--- config.mk ---
export PLATFORM = sky130hd
export DESIGN_NAME = ata_byte_bridge
export DESIGN_NICKNAME = d
export VERILOG_FILES = /design/src/rtl/ata_br_pkg.sv /design/src/rtl/strobe_stretch.sv /design/src/rtl/bridge_rd_path.sv /design/src/rtl/bridge_wr_path.sv /design/src/rtl/ata_byte_bridge.sv
export SDC_FILE = /design/constraint.sdc
export NUM_CORES = 1
export LEC_CHECK = 0
export ABC_AREA = 1
export BUFFER_PORTS_ARGS = -buffer_cell sky130_fd_sc_hd__buf_2
export CORE_ASPECT_RATIO = 1.5
export CORE_MARGIN = 1.5
export CORE_UTILIZATION = 45
export CTS_CLUSTER_DIAMETER = 50
export CTS_CLUSTER_SIZE = 16
export DETAILED_ROUTE_END_ITERATION = 6
export GPL_ROUTABILITY_DRIVEN = 0
export PLACE_DENSITY = 0.71
export SYNTH_ARGS = -nofsm -noshare
export SYNTH_HDL_FRONTEND = slang
export SYNTH_SLANG_ARGS = --single-unit
export TNS_END_PERCENT = 10
--- constraint.sdc ---
create_clock -name clk -period 3.22 [get_ports clk]
set_input_delay 0.644 -clock clk [delete_from_list [all_inputs] [get_ports clk]]
set_output_delay 0.644 -clock clk [all_outputs]
set_load 0.03 [all_outputs]
--- src/rtl/ata_br_pkg.sv ---
package ata_br_pkg;

  typedef enum logic [1:0] {
    ACC_WORD = 2'd0,
    ACC_HIGH = 2'd1,
    ACC_BYTE = 2'd2
  } acc_kind_e;

  // Decide which kind of access a host offset selects.
  function automatic acc_kind_e classify(input int unsigned ofs,
                                         input int unsigned word_ofs,
                                         input int unsigned high_ofs);
    if (ofs == word_ofs) return ACC_WORD;
    if (ofs == high_ofs) return ACC_HIGH;
    return ACC_BYTE;
  endfunction

  // Byte-lane enable pattern for a device write: {upper lane, lower lane}.
  function automatic logic [1:0] lane_mask(input acc_kind_e k);
    return (k == ACC_WORD) ? 2'b11 : 2'b01;
  endfunction

  // Width of a down-counter that must hold the value t.
  function automatic int tail_width(input int t);
    return (t < 1) ? 1 : $clog2(t + 1);
  endfunction

endpackage

--- src/rtl/strobe_stretch.sv ---
module strobe_stretch #(
  parameter int TAIL = 2
) (
  input  logic clk,
  input  logic rst_n,
  input  logic act,
  output logic strb,
  output logic ext
);
  import ata_br_pkg::*;

  localparam int CW = tail_width(TAIL);
  localparam logic [CW-1:0] TAIL_V = CW'(TAIL);

  logic [CW-1:0] tail_cnt;

  always_ff @(posedge clk) begin
    if (!rst_n) begin
      strb     <= 1'b0;
      ext      <= 1'b0;
      tail_cnt <= '0;
    end else begin
      strb <= act;
      if (act) begin
        tail_cnt <= TAIL_V;
        ext      <= 1'b1;
      end else if (tail_cnt != '0) begin
        tail_cnt <= tail_cnt - CW'(1);
        ext      <= 1'b1;
      end else begin
        ext <= 1'b0;
      end
    end
  end

  // the stretched strobe never ends while the raw one is still high
  ext_covers_chk: assert property (@(posedge clk) disable iff (!rst_n)
    $fell(ext) |-> !strb);

endmodule

--- src/rtl/bridge_rd_path.sv ---
module bridge_rd_path #(
  parameter int BW = 8
) (
  input  logic          clk,
  input  logic          rst_n,
  input  logic          rd_act,
  input  logic          rd_strb,
  input  logic          is_word,
  input  logic          sel_high,
  input  logic [2*BW-1:0] dev_din,
  output logic [BW-1:0] host_rdata,
  output logic          cap_evt
);
  logic          word_q;
  logic [BW-1:0] hi_rd_latch;

  // Remember whether the running read is a word read.
  always_ff @(posedge clk) begin
    if (!rst_n)      word_q <= 1'b0;
    else if (rd_act) word_q <= is_word;
  end

  // The capture fires on the edge at which the host strobe is first seen low.
  assign cap_evt = rd_strb && word_q && !rd_act;

  always_ff @(posedge clk) begin
    if (!rst_n)       hi_rd_latch <= '0;
    else if (cap_evt) hi_rd_latch <= dev_din[2*BW-1:BW];
  end

  assign host_rdata = sel_high ? hi_rd_latch : dev_din[BW-1:0];

  // the latch only changes on a capture
  latch_hold_chk: assert property (@(posedge clk) disable iff (!rst_n)
    !$past(cap_evt) |-> $stable(hi_rd_latch));

endmodule

--- src/rtl/bridge_wr_path.sv ---
module bridge_wr_path #(
  parameter int BW = 8
) (
  input  logic            clk,
  input  logic            rst_n,
  input  logic            hi_wr_evt,
  input  logic            wr_act,
  input  ata_br_pkg::acc_kind_e kind,
  input  logic [BW-1:0]   host_wdata,
  input  logic            wr_ext,
  output logic [2*BW-1:0] dev_dout,
  output logic [1:0]      dev_oe
);
  import ata_br_pkg::*;

  logic [BW-1:0] hi_wr_latch;
  logic [1:0]    lanes_q;

  always_ff @(posedge clk) begin
    if (!rst_n)         hi_wr_latch <= '0;
    else if (hi_wr_evt) hi_wr_latch <= host_wdata;
  end

  always_ff @(posedge clk) begin
    if (!rst_n) begin
      dev_dout <= '0;
      lanes_q  <= 2'b00;
    end else if (wr_act) begin
      dev_dout <= (kind == ACC_WORD) ? {hi_wr_latch, host_wdata}
                                     : {{BW{1'b0}}, host_wdata};
      lanes_q  <= lane_mask(kind);
    end
  end

  assign dev_oe = wr_ext ? lanes_q : 2'b00;

  // the write latch changes only after a high-byte host write
  wlatch_hold_chk: assert property (@(posedge clk) disable iff (!rst_n)
    !$past(hi_wr_evt) |-> $stable(hi_wr_latch));

endmodule

--- src/rtl/ata_byte_bridge.sv ---
module ata_byte_bridge #(
  parameter int BW       = 8,
  parameter int HOST_AW  = 4,
  parameter int DEV_AW   = 3,
  parameter int WORD_OFS = 0,
  parameter int HI_OFS   = 8,
  parameter int READ_DLY = 2,
  parameter int WR_HOLD  = 1
) (
  input  logic              clk,
  input  logic              rst_n,
  input  logic [HOST_AW-1:0] host_addr,
  input  logic              host_rd,
  input  logic              host_wr,
  input  logic [BW-1:0]     host_wdata,
  output logic [BW-1:0]     host_rdata,
  output logic [DEV_AW-1:0] dev_addr,
  output logic              dev_rd,
  output logic              dev_wr,
  input  logic [2*BW-1:0]   dev_din,
  output logic [2*BW-1:0]   dev_dout,
  output logic [1:0]        dev_oe
);
  import ata_br_pkg::*;

  acc_kind_e kind;
  logic      rd_act, wr_act, hi_wr_evt, sel_high;
  logic      rd_strb, rd_ext, wr_strb, wr_ext, cap_evt;

  assign kind      = classify(int'(host_addr), WORD_OFS, HI_OFS);
  assign sel_high  = (kind == ACC_HIGH);
  assign rd_act    = host_rd && !sel_high;
  assign wr_act    = host_wr && !sel_high;
  assign hi_wr_evt = host_wr && sel_high;

  strobe_stretch #(.TAIL(READ_DLY)) u_rd_stretch (
    .clk(clk), .rst_n(rst_n), .act(rd_act), .strb(rd_strb), .ext(rd_ext));

  strobe_stretch #(.TAIL(WR_HOLD)) u_wr_stretch (
    .clk(clk), .rst_n(rst_n), .act(wr_act), .strb(wr_strb), .ext(wr_ext));

  assign dev_rd = rd_ext;
  assign dev_wr = wr_strb;

  always_ff @(posedge clk) begin
    if (!rst_n)                dev_addr <= '0;
    else if (rd_act || wr_act) dev_addr <= host_addr[DEV_AW-1:0];
  end

  bridge_rd_path #(.BW(BW)) u_rd_path (
    .clk(clk), .rst_n(rst_n), .rd_act(rd_act), .rd_strb(rd_strb),
    .is_word(kind == ACC_WORD), .sel_high(sel_high), .dev_din(dev_din),
    .host_rdata(host_rdata), .cap_evt(cap_evt));

  bridge_wr_path #(.BW(BW)) u_wr_path (
    .clk(clk), .rst_n(rst_n), .hi_wr_evt(hi_wr_evt), .wr_act(wr_act),
    .kind(kind), .host_wdata(host_wdata), .wr_ext(wr_ext),
    .dev_dout(dev_dout), .dev_oe(dev_oe));


  capture_lead_chk: assert property (@(posedge clk) disable iff (!rst_n)
    cap_evt |=> dev_rd);


  hi_no_cycle_chk: assert property (@(posedge clk) disable iff (!rst_n)
    $rose(dev_rd) |-> $past(host_rd && (int'(host_addr) != HI_OFS)));


  no_contention_chk: assert property (@(posedge clk) disable iff (!rst_n)
    !(dev_rd && (dev_oe != 2'b00)));


  oe_hold_chk: assert property (@(posedge clk) disable iff (!rst_n)
    $fell(dev_wr) |-> (dev_oe != 2'b00));


  hold_data_chk: assert property (@(posedge clk) disable iff (!rst_n)
    ((dev_oe != 2'b00) && !dev_wr) |-> $stable(dev_dout));


  addr_hold_chk: assert property (@(posedge clk) disable iff (!rst_n)
    (dev_rd && $past(dev_rd) && !$past(host_rd)) |-> $stable(dev_addr));

endmodule

==> metrics, run 1 <==
buffers added on ports=62; tightest slew margin relative to the limit=38.48%; syn avg cell area=7.370 um2; Yosys warnings=0; number of vias per cell after detailed routing=4.922; # IOs=63; clock edge transition at the registers on the reported setup and hold paths=70 ps; DRT Pass-1 Iters=4; number of vias in the routed layout=1698; maximum number of pins on one net before global-route repair=33; commonest non-fill, non-tap cell in the layout=nand2_1; summed negative setup slack over all endpoints=0 ps; clock sinks=44; distinct cell type count of the synthesized netlist=17; number of max-slew violations in the final report=0; initial standard-cell utilization of the core=46.62%; wire length on met2=1925 um; Core Region=0.003889 mm2; Chip Height=80.74 um; standard-cell row count=28; max-capacitance violation count=0; floorplan die width=54.83 um; full die area=0.004427 mm2; detailed route wirelength on metal3=190 um; post-synthesis register bit count=44; residual overflow from global routing=0; post-layout min period=2409 ps; via count of the first global-routing pass=1462; fraction of the yosys area taken by sequential cells=48.59%; Final Routed Wirelength=3814 um; highest net fanout along the worst path=20; setup repair after global routing missed its margin=false; final period utilization=74.81%; Sequential Area=880.8 um2; highest-count cells in the layout ignoring fill and taps=nand2_1 (71), buf_2 (62), dfxtp_1 (44); synthesized area=0.001813 mm2; Setup crit end kind=primary output; antenna cell count=0; clock tree buffer depth=2; data required time at the worst endpoint=2580 ps; NumNets Final=332; worst setup skew after layout=2.020 ps; mean routed wirelength per cell=11.06 um; element type at the critical path start=input port; leading post-synthesis cells by cell area=dfxtp_1 (49%), nand2_1 (15%), a21oi_1 (9.9%), nand3_1 (7.2%), nor2_1 (3.9%); leading area contributor after synthesis=dfxtp_1; highest achievable clock rate=415.1 MHz; detailed placement HPWL=2666 um; setup-violating endpoint count in the final report=0; share of cells above drive strength 1=25.67%; data arrival time of the critical path=1770 ps; length of routed wiring on met1=1620 um; number of inserted filler cells in the final layout=374; fin util=56.37%; number of antenna violations at the first check in global routing=0; detailed router's first-iteration violation count=41; total number of H-tree levels=2; Post CTS Setup Buffer Count=0; detailed-route DRC error count=0; pwr/cell area=488.8 mW/mm2; Mapped Nets=278; top routing layer in use=met4; area occupied by multi-input gates=784.5 um2; Leakage=1.044 nW; run status=finished, final reports clean; first-pass GRT wire length=6423 um; area added between synthesis and finish=20.91%; Hold Violations, Final=0; area share of the largest cell type after synthesis=48.59%; largest vdd supply drop=0.3080 mV; ANT nets after route=0; Post-CTS Resized=0; slew at the pin closest to its max-slew limit=921.8 ps; instance count of the mapped netlist=246; number of buffers added by the clock tree synthesis step=5; count of hold-fix buffers inserted at cts=0; path category of the worst min-delay check=reg -> reg; class of the most critical setup path=in -> out; master cell of the clock root buffer=clkbuf_8; Overall Global Routing Usage=19.34%; insertion delay to the later sink of the worst-skew pair=290 ps; clock tree from TritonCTS=done
## per-layer routing
metal	global-route usage, %	vias to the layer above
li1	-	902
met1	22.14	740
met2	32.98	48
met3	4.412	8
met4	8.500	0
met5	0	-
## logic make-up after synthesis
group	share of synthesized area [%]
compound gates	10.97
buf+inv	8.143
flops	48.58
simple gates	32.30
## Yosys cell counts
cell,n
a21oi_1,36
buf_1,1
buf_2,4
buf_4,6
clkbuf_1,4
dfxtp_1,44
inv_1,17
nand2_1,71
nand2_2,2
nand2_4,1
nand3_1,26
nand4_1,8
nor2_1,19
nor2_4,3
nor3_2,1
o21ai_0,2
o21ai_2,1
## sequential cells by signal, indices dropped and copies added (netlist names)
| signal | count |
|---|---|
| u_wr_stretch.tail_cnt | 1 |
| dev_addr | 3 |
| u_rd_path.hi_rd_latch | 8 |
| u_wr_path.lanes_q | 2 |
| u_rd_stretch.tail_cnt | 2 |
| u_wr_stretch.ext | 1 |
| u_wr_path.hi_wr_latch | 8 |
| u_wr_path.dev_dout | 16 |
| u_rd_stretch.ext | 1 |
| u_rd_path.word_q | 1 |
| u_rd_stretch.strb | 1 |
## metrics by stage
stage,worst slack [ps],hold slack [ps],instances,total power [mW],instance area [um2]
CTS,816.4,460.5,345,1.083,2192
global route,720.4,481.1,345,1.119,2192
floorplan,1199,422.7,246,0.6806,1813
finish,811.0,459.2,345,1.072,2192
detailed placement,815.5,447.6,338,0.7255,2096
global placement,843.4,436.9,338,0.7234,2096
## worst max-delay path, cell delays in order
cell and delay (ps):
buf_2 120, nor2_4 420, nand2_4 240, nand2_1 110, nand2_1 50, buf_2 170
## power by group
| group | internal [mW] | total, mW | switching (mW) |
|---|---|---|---|
| clock | 0.191 | 0.360 | 0.169 |
| sequential | 0.560 | 0.568 | 0.00735 |
| combinational | 0.0440 | 0.144 | 0.0997 |
## final cells by class
class	count	area share, %
timing repair buffer	62	14.16
multi-input combinational	170	35.79
tap	45	2.568
sequential	44	40.18
clock buffer	7	4.395
inverter	17	2.911
## path summary, 6_finish.rpt
path / start / to / slack, ps / cells after the start
worst min register to register: u_wr_stretch.tail_cnt / u_wr_stretch.ext / 460 / 2
worst max register to register: u_rd_path.word_q / u_rd_path.hi_rd_latch[0] / 2140 / 5
worst max-delay path: host_addr[0] / host_rdata[0] / 810 / 6
worst min-delay path: u_wr_stretch.tail_cnt / u_wr_stretch.ext / 460 / 2
Note: power is estimated with default switching activity, not from simulation.
==> run 2: changes to the inputs <==
CORE_UTILIZATION = 44   (was 45)
PLACE_DENSITY = 0.72   (was 0.71)
clock period = 1.98 ns   (was 3.22 ns; I/O delays follow)
==> metrics, run 2 (synthesis gave the netlist of run 1 again) <==
run status=finished, final reports clean; first-pass GRT wire length=6920 um; detailed-route DRC error count=0; pwr/cell area=778.2 mW/mm2; Core Region=0.003959 mm2; net switching power=0.4678 mW; largest vdd supply drop=0.5121 mV; data arrival time of the critical path=1320 ps; number of max-slew violations in the final report=0; largest registers=u_wr_path.dev_dout (16), u_rd_path.hi_rd_latch (8), u_wr_path.hi_wr_latch (8); residual overflow from global routing=0; Overall Global Routing Usage=19.42%; slew at the pin closest to its max-slew limit=490.4 ps; startpoint of the lowest-slack register-to-register path=u_rd_path.word_q; highest achievable clock rate=581.6 MHz; area occupied by multi-input gates=784.5 um2; highest-count cells in the layout ignoring fill and taps=nand2_1 (71), buf_2 (62), dfxtp_1 (44); path category of the worst min-delay check=in -> reg; cell area after layout=0.002243 mm2; DRT Pass-1 Iters=4; number of vias per cell after detailed routing=4.926; NumNets Final=338; setup repair after global routing missed its margin=false; Sequential Area=880.8 um2; count of hold-fix buffers inserted at cts=0; launch point of the worst hold path=host_wdata[6]; clock tree buffer depth=2; register ranked first by flip-flop count=u_wr_path.dev_dout; placement-stage cell area=0.002153 mm2; number of buffers added by the clock tree synthesis step=5; logic gate share of total power=14.2%; master cell of the clock root buffer=clkbuf_8; area added between synthesis and finish=23.74%; Post CTS Setup Buffer Count=0; number of vias in the routed layout=1734; summed negative setup slack over all endpoints=0 ps; initial standard-cell utilization of the core=45.80%; class of the most critical setup path=in -> out; number of antenna violations at the first check in global routing=0; antenna cell count=0; floorplan die width=55.41 um; fraction of power spent switching nets=26.79%; flip-flop count of the largest register, all copies and words added=16; insertion delay to the later sink of the worst-skew pair=300 ps; full die area=0.004522 mm2; worst setup skew after layout=5.458 ps; ANT nets after route=0; detailed placement HPWL=2925 um; final period utilization=86.83%; Critical R2R Capture=u_rd_path.hi_rd_latch[1]; setup-violating endpoint count in the final report=0; PnR worst setup slack=260.7 ps; # IOs=63; part of the total power dissipated in sequential elements=52.9%; internal power of the cells=1.278 mW; Final Routed Wirelength=4049 um; depth of the worst hold-timing path=3; clock sinks=44; Setup crit end kind=primary output; number of inserted filler cells in the final layout=430; number of cell instances on the worst register-to-register path=5; via count of the first global-routing pass=1654; maximum number of pins on one net before global-route repair=22; clock tree from TritonCTS=done; highest net fanout along the worst path=19; share of power burned in the clock network=32.9%; Leakage=1.074 nW; post-layout min period=1719 ps; pre-CTS setup slack=227.1 ps; share of cells above drive strength 1=26.71%; final hold slack=378.6 ps; total number of H-tree levels=2; sink of the worst hold path=u_wr_path.dev_dout[6]; Power Total=1.746 mW; clock edge transition at the registers on the reported setup and hold paths=80 ps; tightest slew margin relative to the limit=67.27%; detailed router's first-iteration violation count=42; element type at the critical path start=input port; buffers added on ports=62; max-capacitance violation count=0; data required time at the worst endpoint=1580 ps; setup slack, reg-to-reg=880 ps; Post-CTS Resized=0; commonest non-fill, non-tap cell in the layout=nand2_1; mean routed wirelength per cell=11.50 um; Chip Height=81.62 um; standard-cell row count=28; Hold Violations, Final=0
-- run 2: metrics by stage --
stage	util [%]	cells
CTS	56.67	352
global placement	54.39	344
floorplan	-	246
detailed placement	54.39	344
finish	56.67	352
global route	56.67	352
-- run 2: layout make-up --
cell class                 count  share of cell area [%]
multi-input combinational    170                   34.97
clock buffer                   8                   4.016
tap                           45                   2.510
sequential                    44                   39.26
timing repair buffer          68                   16.40
inverter                      17                   2.844
-- run 2: worst max-delay path, cell delays in order --
cell,delay [ps]
buf_2,120
nor2_4,260
nand2_4,210
nand2_1,100
nand2_1,50
buf_2,170
-- run 2: how the worst max path moves through the flow --
| stage | slack, ps | endpoint | cells past startpoint | from |
|---|---|---|---|---|
| final | 260 | host_rdata[3] | 6 | host_addr[2] |
| after global placement | 290 | host_rdata[6] | 6 | host_addr[2] |
| after floorplan | 460 | host_rdata[0] | 5 | host_addr[0] |
| after detailed placement | 230 | u_wr_path.dev_dout[7] | 7 | host_addr[2] |
| after global routing | 160 | host_rdata[3] | 6 | host_addr[2] |
| after CTS | 260 | host_rdata[3] | 6 | host_addr[2] |
-- run 2: routing by layer --
metal | wire length, um | share of wire (%) | vias to the layer above | global-route usage (%)
met5 | 0 | 0 | - | 0
met4 | 106 | 2.6 | 0 | 10.98
met3 | 229 | 5.7 | 12 | 5.039
met2 | 2034 | 50 | 51 | 35.71
met1 | 1678 | 41 | 759 | 19.94
li1 | - | - | 912 | -
-- run 2: power by group through the flow --
stage	Sequential, mW	Clock, mW	Combinational (mW)
CTS	0.924	0.580	0.251
floorplan	0.977	0	0.129
finish	0.924	0.575	0.247
global placement	0.944	0	0.246
detailed placement	0.945	0	0.250
global route	0.927	0.616	0.274
==> run 3: changes to the inputs <==
PLACE_DENSITY = 0.77   (was 0.72)
==> metrics, run 3 (synthesis gave the netlist of run 1 again) <==
class of the most critical setup path=in -> out; Chip Height=81.62 um; number of cell instances on the worst register-to-register path=5; Post CTS Setup Buffer Count=0; largest registers=u_wr_path.dev_dout (16), u_rd_path.hi_rd_latch (8), u_wr_path.hi_wr_latch (8); clock edge transition at the registers on the reported setup and hold paths=80 ps; setup-violating endpoint count in the final report=0; setup slack, reg-to-reg=890 ps; Critical R2R Capture=u_rd_path.hi_rd_latch[1]; number of max-slew violations in the final report=0; full die area=0.004522 mm2; number of buffers added by the clock tree synthesis step=5; slew at the pin closest to its max-slew limit=460.3 ps; initial standard-cell utilization of the core=45.80%; ANT nets after route=0; internal power of the cells=1.364 mW; buffers added on ports=62; number of vias per cell after detailed routing=4.943; highest net fanout along the worst path=19; largest vdd supply drop=0.6056 mV; master cell of the clock root buffer=clkbuf_8; run status=finished, final reports clean; standard-cell row count=28; Leakage=1.074 nW; setup repair after global routing missed its margin=false; count of hold-fix buffers inserted at cts=0; # IOs=63; via count of the first global-routing pass=1622; fraction of power spent switching nets=25.45%; final period utilization=88.33%; worst setup skew after layout=2.691 ps; number of inserted filler cells in the final layout=399; maximum number of pins on one net before global-route repair=22; Core Region=0.003959 mm2; detailed placement HPWL=2944 um; launch point of the worst hold path=host_wdata[6]; tightest slew margin relative to the limit=69.28%; data required time at the worst endpoint=1580 ps; Final Routed Wirelength=4119 um; data arrival time of the critical path=1350 ps; clock tree from TritonCTS=done; commonest non-fill, non-tap cell in the layout=nand2_1; post-layout min period=1749 ps; register ranked first by flip-flop count=u_wr_path.dev_dout; pwr/cell area=816.3 mW/mm2; Overall Global Routing Usage=19.50%; flip-flop count of the largest register, all copies and words added=16; pre-CTS setup slack=212.5 ps; summed negative setup slack over all endpoints=0 ps; dpl cells=343; part of the total power dissipated in sequential elements=50.5%; floorplan die width=55.41 um; Setup crit end kind=primary output; PnR worst setup slack=231.0 ps; highest-count cells in the layout ignoring fill and taps=nand2_1 (71), buf_2 (62), dfxtp_1 (44); insertion delay to the later sink of the worst-skew pair=290 ps; total number of H-tree levels=2; mean routed wirelength per cell=11.74 um; number of antenna violations at the first check in global routing=0; clock sinks=44; startpoint of the lowest-slack register-to-register path=u_rd_path.word_q; path category of the worst min-delay check=in -> reg; highest achievable clock rate=571.8 MHz; sink of the worst hold path=u_wr_path.dev_dout[6]; Hold Violations, Final=0; residual overflow from global routing=0; detailed router's first-iteration violation count=52; max-capacitance violation count=0; number of vias in the routed layout=1735; logic gate share of total power=13.3%; share of power burned in the clock network=36.2%; area added between synthesis and finish=23.60%; post-route non-filler standard cell count=351; depth of the worst hold-timing path=3; first-pass GRT wire length=7079 um; NumNets Final=337; net switching power=0.4655 mW; antenna cell count=0; clock tree buffer depth=2; element type at the critical path start=input port; Post-CTS Resized=0; DRT Pass-1 Iters=4; share of cells above drive strength 1=26.80%; detailed-route DRC error count=0
-- run 3: area by class of cell --
cell class	count	area, um2	area share (%)
Sequential cell	44	880.8	39.31
Multi-Input combinational cell	170	784.5	35.01
Timing Repair Buffer	67	347.8	15.52
Clock buffer	6	72.57	3.238
Inverter	17	63.81	2.848
Tap cell	45	56.30	2.513
Clock inverter	2	35.03	1.563
-- run 3: critical path: stages --
cell	delay [ps]
buf_2	130
nor2_4	280
nand2_4	210
nand2_1	110
nand2_1	50
buf_2	170
-- run 3: per-layer routing --
layer / vias up / wire (um) / global-route usage (%)
li1: 913 / - / -
met1: 755 / 1675 / 21.46
met2: 59 / 2100 / 36.31
met3: 8 / 273 / 4.724
met4: 0 / 71 / 7.073
met5: - / 0 / 0
-- run 3: per-stage QoR --
| stage | area [um2] | hold slack [ps] | util, % | power [mW] |
|---|---|---|---|---|
| after floorplan | 1813 | 422.7 | - | 1.107 |
| after global placement | 2133 | 434.9 | 53.89 | 1.184 |
| after detailed placement | 2133 | 445.6 | 53.89 | 1.190 |
| after CTS | 2241 | 371.3 | 56.61 | 1.841 |
| after global routing | 2241 | 374.3 | 56.61 | 1.905 |
| final | 2241 | 381.7 | 56.61 | 1.829 |
-- run 3: power groups by stage --
stage | Combinational (mW) | Clock (mW) | Sequential, mW
after floorplan | 0.129 | 0 | 0.977
after global placement | 0.240 | 0 | 0.944
after detailed placement | 0.245 | 0 | 0.945
after CTS | 0.246 | 0.672 | 0.924
after global routing | 0.268 | 0.711 | 0.927
final | 0.243 | 0.662 | 0.924
-- run 3: worst max path at each step --
stage	end	startpoint	slack, ps	cells after the start
after global routing	host_rdata[2]	host_addr[2]	70	6
after floorplan	host_rdata[0]	host_addr[0]	460	5
final	host_rdata[5]	host_addr[2]	230	6
after detailed placement	host_rdata[5]	host_addr[2]	210	6
after CTS	host_rdata[5]	host_addr[2]	210	6
after global placement	host_rdata[3]	host_addr[2]	280	6
